<file path="src/rtl/xlb_pkg.sv">
package xlb_pkg;
  typedef enum logic [1:0] {
    ACC_READ  = 2'b00,
    ACC_WRITE = 2'b01,
    ACC_EXEC  = 2'b10,
    ACC_NONE  = 2'b11
  } acc_t;

  localparam int PERM_W = 3;

  // permission bits: [0] read, [1] write, [2] execute
  function automatic logic perm_allows(input logic [PERM_W-1:0] perm, input acc_t acc);
    case (acc)
      ACC_READ:  perm_allows = perm[0];
      ACC_WRITE: perm_allows = perm[1];
      ACC_EXEC:  perm_allows = perm[2];
      default:   perm_allows = 1'b0;
    endcase
  endfunction
endpackage

</file>
<file path="src/rtl/xlb_entry_array.sv">
module xlb_entry_array
  import xlb_pkg::*;
#(
  parameter int ENTRIES  = 16,
  parameter int VPN_W    = 20,
  parameter int PFN_W    = 20,
  parameter int ASID_W   = 8,
  parameter bit USE_ASID = 1'b1,
  localparam int IDX_W   = $clog2(ENTRIES)
) (
  input  logic              clk,
  input  logic              rst_n,
  input  logic [VPN_W-1:0]  lk_vpn,
  input  logic [ASID_W-1:0] lk_asid,
  output logic              lk_hit,
  output logic [PFN_W-1:0]  lk_pfn,
  output logic [PERM_W-1:0] lk_perm,
  input  logic              wr_en,
  input  logic [IDX_W-1:0]  wr_idx,
  input  logic [VPN_W-1:0]  wr_vpn,
  input  logic [ASID_W-1:0] wr_asid,
  input  logic [PFN_W-1:0]  wr_pfn,
  input  logic [PERM_W-1:0] wr_perm,
  output logic              wr_hit,
  output logic [IDX_W-1:0]  wr_hit_idx,
  input  logic              clr_all,
  input  logic              clr_id_en,
  input  logic [ASID_W-1:0] clr_id,
  output logic [ENTRIES-1:0] vld_vec
);
  logic [ENTRIES-1:0] vld_q;
  logic [VPN_W-1:0]   vpn_q  [ENTRIES];
  logic [ASID_W-1:0]  asid_q [ENTRIES];
  logic [PFN_W-1:0]   pfn_q  [ENTRIES];
  logic [PERM_W-1:0]  perm_q [ENTRIES];
  logic [ENTRIES-1:0] lk_match;
  logic [ENTRIES-1:0] wr_match;

  assign vld_vec = vld_q;

  for (genvar g = 0; g < ENTRIES; g++) begin : g_cmp
    logic lk_id_ok, wr_id_ok;
    if (USE_ASID) begin : g_tag
      assign lk_id_ok = (asid_q[g] == lk_asid);
      assign wr_id_ok = (asid_q[g] == wr_asid);
    end else begin : g_notag
      assign lk_id_ok = 1'b1;
      assign wr_id_ok = 1'b1;
    end
    assign lk_match[g] = vld_q[g] && (vpn_q[g] == lk_vpn) && lk_id_ok;
    assign wr_match[g] = vld_q[g] && (vpn_q[g] == wr_vpn) && wr_id_ok;
  end

  always_comb begin
    lk_pfn  = '0;
    lk_perm = '0;
    for (int i = 0; i < ENTRIES; i++) begin
      if (lk_match[i]) begin
        lk_pfn  = lk_pfn | pfn_q[i];
        lk_perm = lk_perm | perm_q[i];
      end
    end
  end
  assign lk_hit = |lk_match;

  always_comb begin
    wr_hit_idx = '0;
    for (int i = 0; i < ENTRIES; i++) begin
      if (wr_match[i]) wr_hit_idx = IDX_W'(i);
    end
  end
  assign wr_hit = |wr_match;

  always_ff @(posedge clk) begin
    if (!rst_n) begin
      vld_q <= '0;
    end else if (clr_all) begin
      vld_q <= '0;
    end else if (clr_id_en) begin
      for (int i = 0; i < ENTRIES; i++) begin
        if (asid_q[i] == clr_id) vld_q[i] <= 1'b0;
      end
    end else if (wr_en) begin
      vld_q[wr_idx] <= 1'b1;
    end
  end

  always_ff @(posedge clk) begin
    if (wr_en && !clr_all && !clr_id_en) begin
      vpn_q[wr_idx]  <= wr_vpn;
      asid_q[wr_idx] <= wr_asid;
      pfn_q[wr_idx]  <= wr_pfn;
      perm_q[wr_idx] <= wr_perm;
    end
  end

  AST_NO_DUPLICATE: assert property (@(posedge clk) disable iff (!rst_n)
    $onehot0(lk_match)) else $error("duplicate match");
  AST_CLEAR_ALL: assert property (@(posedge clk) disable iff (!rst_n)
    clr_all |=> (vld_q == '0)) else $error("clear left entries");
endmodule

</file>
<file path="src/rtl/xlb_victim.sv">
module xlb_victim #(
  parameter int ENTRIES = 16,
  localparam int IDX_W  = $clog2(ENTRIES)
) (
  input  logic               clk,
  input  logic               rst_n,
  input  logic [ENTRIES-1:0] vld_vec,
  input  logic               wr_go,
  input  logic               wr_hit,
  input  logic [IDX_W-1:0]   wr_hit_idx,
  output logic [IDX_W-1:0]   wr_idx
);
  logic [IDX_W-1:0] rr_q;
  logic [IDX_W-1:0] low_free;
  logic             all_full;
  logic             use_rr;

  always_comb begin
    low_free = '0;
    for (int i = ENTRIES - 1; i >= 0; i--) begin
      if (!vld_vec[i]) low_free = IDX_W'(i);
    end
  end

  assign all_full = &vld_vec;
  assign use_rr   = wr_go && !wr_hit && all_full;
  assign wr_idx   = wr_hit ? wr_hit_idx : (all_full ? rr_q : low_free);

  always_ff @(posedge clk) begin
    if (!rst_n)      rr_q <= '0;
    else if (use_rr) rr_q <= (rr_q == IDX_W'(ENTRIES - 1)) ? '0 : rr_q + 1'b1;
  end

  AST_FREE_SLOT: assert property (@(posedge clk) disable iff (!rst_n)
    (wr_go && !wr_hit && !all_full) |-> !vld_vec[wr_idx]) else $error("victim busy");
  AST_PTR_MOVES: assert property (@(posedge clk) disable iff (!rst_n)
    use_rr |=> (rr_q != $past(rr_q))) else $error("pointer stuck");
  AST_PTR_STILL: assert property (@(posedge clk) disable iff (!rst_n)
    (wr_go && wr_hit) |=> $stable(rr_q)) else $error("pointer moved on update");
endmodule

</file>
<file path="src/rtl/xlate_buffer.sv">
module xlate_buffer
  import xlb_pkg::*;
#(
  parameter int VA_W      = 32,
  parameter int PAGE_BITS = 12,
  parameter int PFN_W     = 20,
  parameter int ASID_W    = 8,
  parameter int ENTRIES   = 16,
  parameter bit USE_ASID  = 1'b1,
  localparam int VPN_W    = VA_W - PAGE_BITS,
  localparam int PA_W     = PFN_W + PAGE_BITS,
  localparam int IDX_W    = $clog2(ENTRIES)
) (
  input  logic              clk,
  input  logic              rst_n,
  input  logic              req_valid,
  output logic              req_ready,
  input  logic [VA_W-1:0]   req_vaddr,
  input  logic [ASID_W-1:0] req_asid,
  input  logic [1:0]        req_acc,
  output logic              rsp_valid,
  input  logic              rsp_ready,
  output logic [PA_W-1:0]   rsp_paddr,
  output logic              rsp_hit,
  output logic              rsp_miss,
  output logic              rsp_fault,
  output logic [2:0]        rsp_perm,
  input  logic              fill_en,
  input  logic [VPN_W-1:0]  fill_vpn,
  input  logic [ASID_W-1:0] fill_asid,
  input  logic [PFN_W-1:0]  fill_pfn,
  input  logic [2:0]        fill_perm,
  input  logic              flush_all,
  input  logic              flush_id_en,
  input  logic [ASID_W-1:0] flush_id,
  input  logic              ctx_switch
);
  logic               lk_hit;
  logic [PFN_W-1:0]   lk_pfn;
  logic [PERM_W-1:0]  lk_perm;
  logic               wr_hit;
  logic [IDX_W-1:0]   wr_hit_idx;
  logic [IDX_W-1:0]   wr_idx;
  logic [ENTRIES-1:0] vld_vec;
  logic               clr_all;
  logic               wr_go;
  logic               req_fire;
  logic               allowed;

  assign clr_all  = flush_all || (!USE_ASID && ctx_switch);
  assign wr_go    = fill_en && !clr_all && !flush_id_en;
  assign req_ready = !rsp_valid || rsp_ready;
  assign req_fire = req_valid && req_ready;
  assign allowed  = perm_allows(lk_perm, acc_t'(req_acc));

  xlb_entry_array #(
    .ENTRIES(ENTRIES), .VPN_W(VPN_W), .PFN_W(PFN_W),
    .ASID_W(ASID_W), .USE_ASID(USE_ASID)
  ) u_array (
    .clk(clk), .rst_n(rst_n),
    .lk_vpn(req_vaddr[VA_W-1:PAGE_BITS]), .lk_asid(req_asid),
    .lk_hit(lk_hit), .lk_pfn(lk_pfn), .lk_perm(lk_perm),
    .wr_en(wr_go), .wr_idx(wr_idx), .wr_vpn(fill_vpn), .wr_asid(fill_asid),
    .wr_pfn(fill_pfn), .wr_perm(fill_perm),
    .wr_hit(wr_hit), .wr_hit_idx(wr_hit_idx),
    .clr_all(clr_all), .clr_id_en(flush_id_en), .clr_id(flush_id),
    .vld_vec(vld_vec)
  );

  xlb_victim #(.ENTRIES(ENTRIES)) u_victim (
    .clk(clk), .rst_n(rst_n), .vld_vec(vld_vec),
    .wr_go(wr_go), .wr_hit(wr_hit), .wr_hit_idx(wr_hit_idx),
    .wr_idx(wr_idx)
  );

  always_ff @(posedge clk) begin
    if (!rst_n) begin
      rsp_valid <= 1'b0;
      rsp_hit   <= 1'b0;
      rsp_miss  <= 1'b0;
      rsp_fault <= 1'b0;
      rsp_paddr <= '0;
      rsp_perm  <= '0;
    end else if (req_fire) begin
      rsp_valid <= 1'b1;
      rsp_hit   <= lk_hit && allowed;
      rsp_fault <= lk_hit && !allowed;
      rsp_miss  <= !lk_hit;
      rsp_paddr <= (lk_hit && allowed) ? {lk_pfn, req_vaddr[PAGE_BITS-1:0]} : '0;
      rsp_perm  <= lk_hit ? lk_perm : '0;
    end else if (rsp_ready) begin
      rsp_valid <= 1'b0;
    end
  end

  AST_ONE_OUTCOME: assert property (@(posedge clk) disable iff (!rst_n)
    rsp_valid |-> ($countones({rsp_hit, rsp_miss, rsp_fault}) == 1)) else $error("outcome");
  AST_ACCEPT_RESP: assert property (@(posedge clk) disable iff (!rst_n)
    (req_valid && req_ready) |=> rsp_valid) else $error("no response");
  AST_HOLD_RESP: assert property (@(posedge clk) disable iff (!rst_n)
    (rsp_valid && !rsp_ready) |=> (rsp_valid && $stable(rsp_paddr) && $stable(rsp_hit)
      && $stable(rsp_miss) && $stable(rsp_fault) && $stable(rsp_perm))) else $error("held response moved");
  AST_MISS_CLEAN: assert property (@(posedge clk) disable iff (!rst_n)
    (rsp_valid && rsp_miss) |-> (rsp_paddr == '0 && rsp_perm == '0)) else $error("miss data");
endmodule

</file>
<file path="config.mk">
export PLATFORM = sky130hd
export DESIGN_NAME = xlate_buffer
export DESIGN_NICKNAME = d
export VERILOG_FILES = /design/src/rtl/xlb_pkg.sv /design/src/rtl/xlb_entry_array.sv /design/src/rtl/xlb_victim.sv /design/src/rtl/xlate_buffer.sv
export SDC_FILE = /design/constraint.sdc
export NUM_CORES = 1
export LEC_CHECK = 0
export BUFFER_PORTS_ARGS = -buffer_cell sky130_fd_sc_hd__buf_2
export CAP_MARGIN = 20
export CORE_MARGIN = 4
export CORE_UTILIZATION = 58
export DETAILED_ROUTE_END_ITERATION = 16
export GPL_ROUTABILITY_DRIVEN = 1
export PLACE_DENSITY = 0.8
export SLEW_MARGIN = 30
export SYNTH_ARGS = -nofsm -noshare
export SYNTH_HDL_FRONTEND = slang
export SYNTH_SLANG_ARGS = --single-unit
</file>
<file path="constraint.sdc">
create_clock -name clk -period 11.9 [get_ports clk]
set_input_delay 2.38 -clock clk [delete_from_list [all_inputs] [get_ports clk]]
set_output_delay 2.38 -clock clk [all_outputs]
set_load 0.05 [all_outputs]
</file>
# Word-level counts from Yosys, hierarchy flattened
# Memory sizes are Yosys's and may differ from the RTL's.
# Index checks and enable logic that the tools add are counted.
# op_classes
add_sub_neg,1
order_cmp,2
n_eq_ne,99
n_mux,93
n_bitwise,32
reduce_logical,104
# ops
operator,count
20-bit == test,32
8-bit == test,48
20-bit 2-to-1 mux,16
20-bit OR,15
4-bit 2-to-1 mux,27
1-bit logical AND,74
3-bit 2-to-1 mux,21
3-bit OR,15
16-bit 2-to-1 mux,2
32-bit 2-to-1 mux,1
"2-bit by 1-bit inequality test with 1-bit output, second input constant",16
2-bit AND reduction,16
16-bit OR reduction,2
1-bit 2-to-1 mux,22
16-bit OR,1
16-bit AND reduction,1
1-bit zero test,6
"4-bit by 5-bit < comparator with 1-bit output, second input constant",1
"4-bit by 1-bit adder with 4-bit output, second input constant",1
1-bit demux with 4-bit select,1
"4-bit == test, second input constant",1
"4-bit by 1-bit greater-or-equal comparator with 1-bit output, second input constant",1
2-bit 2-to-1 mux,2
2-bit nonzero test,2
7 further kinds,7
# totals
ff_bits,59
ram_bits,816
output_inout_bits,40
wordCells,358
n_memories,4
# mem_list
name,words,width,read_ports,rd_clocked_by_memory_dff,write_ports,line,source
u_array.pfn_q,16,20,16,0,1,xlb_entry_array.sv:34,logic [PFN_W-1:0] pfn_q [ENTRIES];
u_array.vpn_q,16,20,16,0,1,xlb_entry_array.sv:32,logic [VPN_W-1:0] vpn_q [ENTRIES];
u_array.asid_q,16,8,16,0,1,xlb_entry_array.sv:33,logic [ASID_W-1:0] asid_q [ENTRIES];
u_array.perm_q,16,3,16,0,1,xlb_entry_array.sv:35,logic [PERM_W-1:0] perm_q [ENTRIES];

# Logic depth before layout (Yosys ltp)
# An unclocked memory read counts as a cell.
# logic_depth
ltp_word,38
depth_mapped,14
mapped_depth_nobuf,10

# Modules after synthesis
# Synthesis repeated with hierarchy kept, for this count alone.
# hier_totals
hier_cells,2885
hier_area_um2,41561.1
# modules_own_cells
module,instances,cells_per_inst,area_each_um2,seq_area_each_um2
xlb_entry_array,1,2713,39710.6,24823.8
xlate_buffer,1,107,1395.1,780.7
xlb_victim,1,65,455.4,80.1

# Worst setup path after synthesis
# No wires, ideal clock.
# synth_path
path_type,in2reg
start,input fill_asid[6]
end,"memory u_array.asid_q[14][0], enable pin"
setup_time_ns,0.467
arrival_ns,6.801
t_required_ns,11.433
setup_slack_ns,4.632
path_stages,11
n_path_buf,2
path_cell_list,buf_2 > buf_2 > xnor2_1 > nand4_1 > nor4_1 > nand4_1 > and4_1 > a221oi_2 > o221ai_1 > o21ai_0 > nor2b_1
# synth_via
elab_chain_len,18
# synth_rtl
element,line,source
"start, declared",xlate_buffer.sv:30,"input logic [ASID_W-1:0] fill_asid,"
8-bit == test,xlb_entry_array.sv:45,assign wr_id_ok = (asid_q[g] == wr_asid);
1-bit logical AND,xlb_entry_array.sv:51,assign wr_match[g] = vld_q[g] && (vpn_q[g] == wr_vpn) && wr_id_ok;
1-bit 2-to-1 mux,xlb_entry_array.sv:69,if (wr_match[i]) wr_hit_idx = IDX_W'(i);
2-bit 2-to-1 mux (2 in a row),xlb_entry_array.sv:69,
3-bit 2-to-1 mux (4 in a row),xlb_entry_array.sv:69,
4-bit 2-to-1 mux (8 in a row),xlb_entry_array.sv:69,
4-bit 2-to-1 mux (*),xlb_victim.sv:27,assign wr_idx = wr_hit ? wr_hit_idx : (all_full ? rr_q : low_free);
"end, declared",xlb_entry_array.sv:33,
# Every way passes the cells marked *; elsewhere a longest branch is shown, timed or not.

# Final worst setup path
# layout_path
start,input fill_asid[5]
end,"memory u_array.pfn_q[7][4], enable pin"
# layout_via
elab_chain_len,18
# layout_rtl
element,line
8-bit == test,xlb_entry_array.sv:45
1-bit logical AND,xlb_entry_array.sv:51
1-bit 2-to-1 mux,xlb_entry_array.sv:69
2-bit 2-to-1 mux (2 in a row),xlb_entry_array.sv:69
3-bit 2-to-1 mux (4 in a row),xlb_entry_array.sv:69
4-bit 2-to-1 mux (8 in a row),xlb_entry_array.sv:69
4-bit 2-to-1 mux (*),xlb_victim.sv:27
"end, declared",xlb_entry_array.sv:34
# Marks and branches as above.

==> qor.yml <==
met3WireLength_mm: 22.9
grt.overflow.total: 0
adder_cell_share_of_the_synthesized_area_pct: 0.0287
initial_core_utilization_pct: 58.5
drive_above_1_share_pct: 12.3
wl_met1_mm: 51.7
setup-violations-final: 0
met2RoutedLength_mm: 66.2
die_w_um: 282
post_synth_mux_area_share_pct: 0.0230
static-leakage-power_nw: 15.1
maxCapViolations: 0
antenna_found_initial: 5
worstPathRequired_ns: 12.19
cp-start-kind: "input pin"
synth-compound-area-share_pct: 5.61
routed_wirelength_mm: 153
ios: 149
finalCriticalPeriod_ns: 7.05
nets: 3512
irDropWorstVdd_mv: 0.106
antenna_left: 0
timing.setup.critical_path_class: "input pin to register"
std_cell_rows: 100
fin_worst_skew_ns: 0.0553
htree_levels: 3
rsz0062_at_grt: "false"
synth_flop_cell: "sky130_fd_sc_hd__edfxtp_1"
yosys.area_share.xor_xnor_pct: 20.6
reg2reg_setup_slack_ns: 7.01
area_growth_syn_to_layout_pct: 10.9
fp.dieArea_um2: 79600
critical_path_peak_fanout: 29
post_synth_instance_area_um2: 43600
dpl.hpwl_mm: 88.2
postCtsSetupBuffers: 0
run_status: "finished, final reports clean"
uppermost_routed_layer: "met5"
clock-root-buffer: "sky130_fd_sc_hd__clkbuf_16"
synth_seq_cells: 875
dp_cells: 4280
path_clk_slew_ns: 0.06
routed_wire_length_per_instance_um: 34.5
netlist.top_cell.by_area: "sky130_fd_sc_hd__edfxtp_1"
fill_cells: 5204
synthMostInstantiatedCell: "sky130_fd_sc_hd__edfxtp_1"
synth-edff-count: 816
final_hold_viol_count: 0
synth_area_per_cell_um2: 13.3
post_synth_and_or_nand_nor_area_fraction_pct: 12.1
dp_slack_ns: 4.35
die_h_um: 282
fin_tns_setup_ns: 0
cp.arrival_ns: 7.34
worst_slew_pin_slew_ns: 1.15
design.core.area_um2: 74400
ctsResizeCount: 0
final_critical_path_share_of_the_clock_period_pct: 59.2
hold_ws_ns: 0.455
power_per_cell_area_nw_per_um2: 142
routability_congestion_estimate: 1.01
slew_violations: 0
number_of_buffers_on_the_longest_clock_path: 3
detail_route.vias_per_cell: 7.18
synth_fp_nets: 3382
route.detailed.drc: 0
grt_pass1_wl_mm: 214
synth_async_sr_flop_share_pct: 0
drt_first_pass_iters: 10
ctsHoldBuffers: 0
synth_top_area_share_pct: 56.2
syn-instance-count: 3272
tritoncts: "done"
final_design_area_no_fill_um2: 48300
placedInstanceArea_um2: 45200
endpoint_kind: "register"
dr.first_iter.drc_count: 5266
yosys.cell_types.count: 77
synthesis.yosys.warnings: 0
synthTopCellsByArea: "sky130_fd_sc_hd__edfxtp_1 (56%), sky130_fd_sc_hd__xnor2_1 (13%), sky130_fd_sc_hd__xor2_1 (7.1%)"
track_usage_pct: 37.9
cts.sinks: 875
ys_seq_area_share_pct: 58.9
grt_max_degree: 53
buffer_ports.inserted: 147
relSlewSlack_pct: 23.0
postLayoutSetupSlackWorst_ns: 4.85
synth.top_cells.by_count: "sky130_fd_sc_hd__edfxtp_1 (816), sky130_fd_sc_hd__xnor2_1 (658), sky130_fd_sc_hd__xor2_1 (353), sky130_fd_sc_hd__nand4_1 (287), sky130_fd_sc_hd__nor4_1 (150)"
dr_total_vias: 31909
dominant_combinational_cell_family_by_area_after_synthesis: "XOR/XNOR gates"
cts_made_buffers: 87
first_global_vias: 30911
worst_min_delay_path_category: "register to register"
clock_insertion_delay_worst_skew_ns: 0.69
max_freq_mhz: 142
instances_no_fill: 4447
[layout make-up]
| cell class | count | area, µm² | share of cell area (%) |
|---|---|---|---|
| Tap cell | 969 | 1210 | 2.51 |
| Antenna cell | 4 | 10.0 | 0.0207 |
| Timing Repair Buffer | 227 | 1410 | 2.91 |
| Clock buffer | 114 | 2340 | 4.84 |
| Multi-Input combinational cell | 2189 | 16900 | 34.9 |
| Clock inverter | 47 | 726 | 1.50 |
| Inverter | 22 | 82.6 | 0.171 |
| Sequential cell | 875 | 25700 | 53.1 |
[sequential cells by signal, indices dropped and copies added, names as in the netlist]
signal and flops:
u_array.pfn_q 320, rsp_valid 1, u_array.vld_vec 16, rsp_miss 1
rsp_hit 1, u_array.vpn_q 320, rsp_fault 1, u_victim.rr_q 4
rsp_paddr 32, u_array.perm_q 48, u_array.asid_q 128, rsp_perm 3
[through the flow]
| step | total power (W) | utilization, % |
|---|---|---|
| 3_3_place_gp | 0.00391 | 60.7 |
| 6_report | 0.00685 | 64.9 |
| 2_1_floorplan | 0.00373 | - |
| 3_5_place_dp | 0.00392 | 60.7 |
| 4_1_cts | 0.00681 | 64.8 |
| 5_1_grt | 0.00698 | 64.9 |
[worst max-delay path: stages]
cell and delay (ns):
sky130_fd_sc_hd__buf_2 0.60, sky130_fd_sc_hd__buf_4 0.46, sky130_fd_sc_hd__xnor2_1 0.19, sky130_fd_sc_hd__nand4_1 0.12
sky130_fd_sc_hd__or4_1 0.56, sky130_fd_sc_hd__nor4_2 0.41, sky130_fd_sc_hd__nand4bb_1 0.34, sky130_fd_sc_hd__nor3_1 0.12
sky130_fd_sc_hd__nor3b_1 0.34, sky130_fd_sc_hd__nand2_1 0.34, sky130_fd_sc_hd__nor2_4 0.81, sky130_fd_sc_hd__buf_4 0.58
[metal layers]
metal / vias to the layer above / track usage [%]
met4: 4 / 24.9
met3: 742 / 10.6
li1: 12734 / -
met1: 15423 / 48.2
met2: 3006 / 57.1
met5: - / 0.835
[where the power goes]
part	switching, W	leakage, nW	internal, W
registers	0.00000465	7.82	0.00337
logic	0.000371	5.84	0.000146
clock network	0.00125	1.49	0.00171
[path summary, 6_finish.rpt]
path,from,end,depth (start not counted)
worst max-delay path,fill_asid[5],u_array.pfn_q[7][4],12
worst min-delay path,rsp_hit,rsp_hit,1
worst max register to register,u_array.asid_q[2][2],u_array.pfn_q[7][4],10
worst min register to register,rsp_hit,rsp_hit,1
[cells in the final DEF, fill, tap and decap left out, types with 10 or more instances in the layout]
master and instances:
sky130_fd_sc_hd__nor4_1 148, sky130_fd_sc_hd__nand3_1 62, sky130_fd_sc_hd__or2_2 13, sky130_fd_sc_hd__and3_1 14, sky130_fd_sc_hd__nand2b_1 21, sky130_fd_sc_hd__clkbuf_1 21, sky130_fd_sc_hd__a22oi_1 46, sky130_fd_sc_hd__xnor2_1 658
sky130_fd_sc_hd__buf_2 143, sky130_fd_sc_hd__a31oi_1 12, sky130_fd_sc_hd__bufinv_16 14, sky130_fd_sc_hd__nor2_1 36, sky130_fd_sc_hd__edfxtp_1 816, sky130_fd_sc_hd__a22o_1 59, sky130_fd_sc_hd__a221oi_1 44, sky130_fd_sc_hd__nand4_1 287
sky130_fd_sc_hd__clkbuf_16 87, sky130_fd_sc_hd__nand4b_1 11, sky130_fd_sc_hd__o21ai_0 14, sky130_fd_sc_hd__and4_1 15, sky130_fd_sc_hd__nor3b_1 19, sky130_fd_sc_hd__nor2_4 12, sky130_fd_sc_hd__clkinv_2 16, sky130_fd_sc_hd__a21oi_1 15
sky130_fd_sc_hd__nor4b_1 24, sky130_fd_sc_hd__or4_1 10, sky130_fd_sc_hd__dfxtp_1 59, sky130_fd_sc_hd__xor2_1 353, sky130_fd_sc_hd__a222oi_1 45, sky130_fd_sc_hd__nand2_1 121, sky130_fd_sc_hd__buf_4 81, sky130_fd_sc_hd__inv_1 19
sky130_fd_sc_hd__nor3_1 26
[cells by family (layout without fill, tap and decap cells)]
| family | Yosys count | count (layout) |
|---|---|---|
| AO/OA/AOI/OAI | 297 | 297 |
| XOR/XNOR | 1019 | 1019 |
| adder cells (fa/ha/maj) | 1 | 1 |
| buffers and inverters | 208 | 410 |
| flip-flops | 875 | 875 |
| multiplexers | 1 | 1 |
| other | 0 | 4 |
| AND/OR/NAND/NOR | 871 | 871 |
Power figures use the tool's default switching activity.
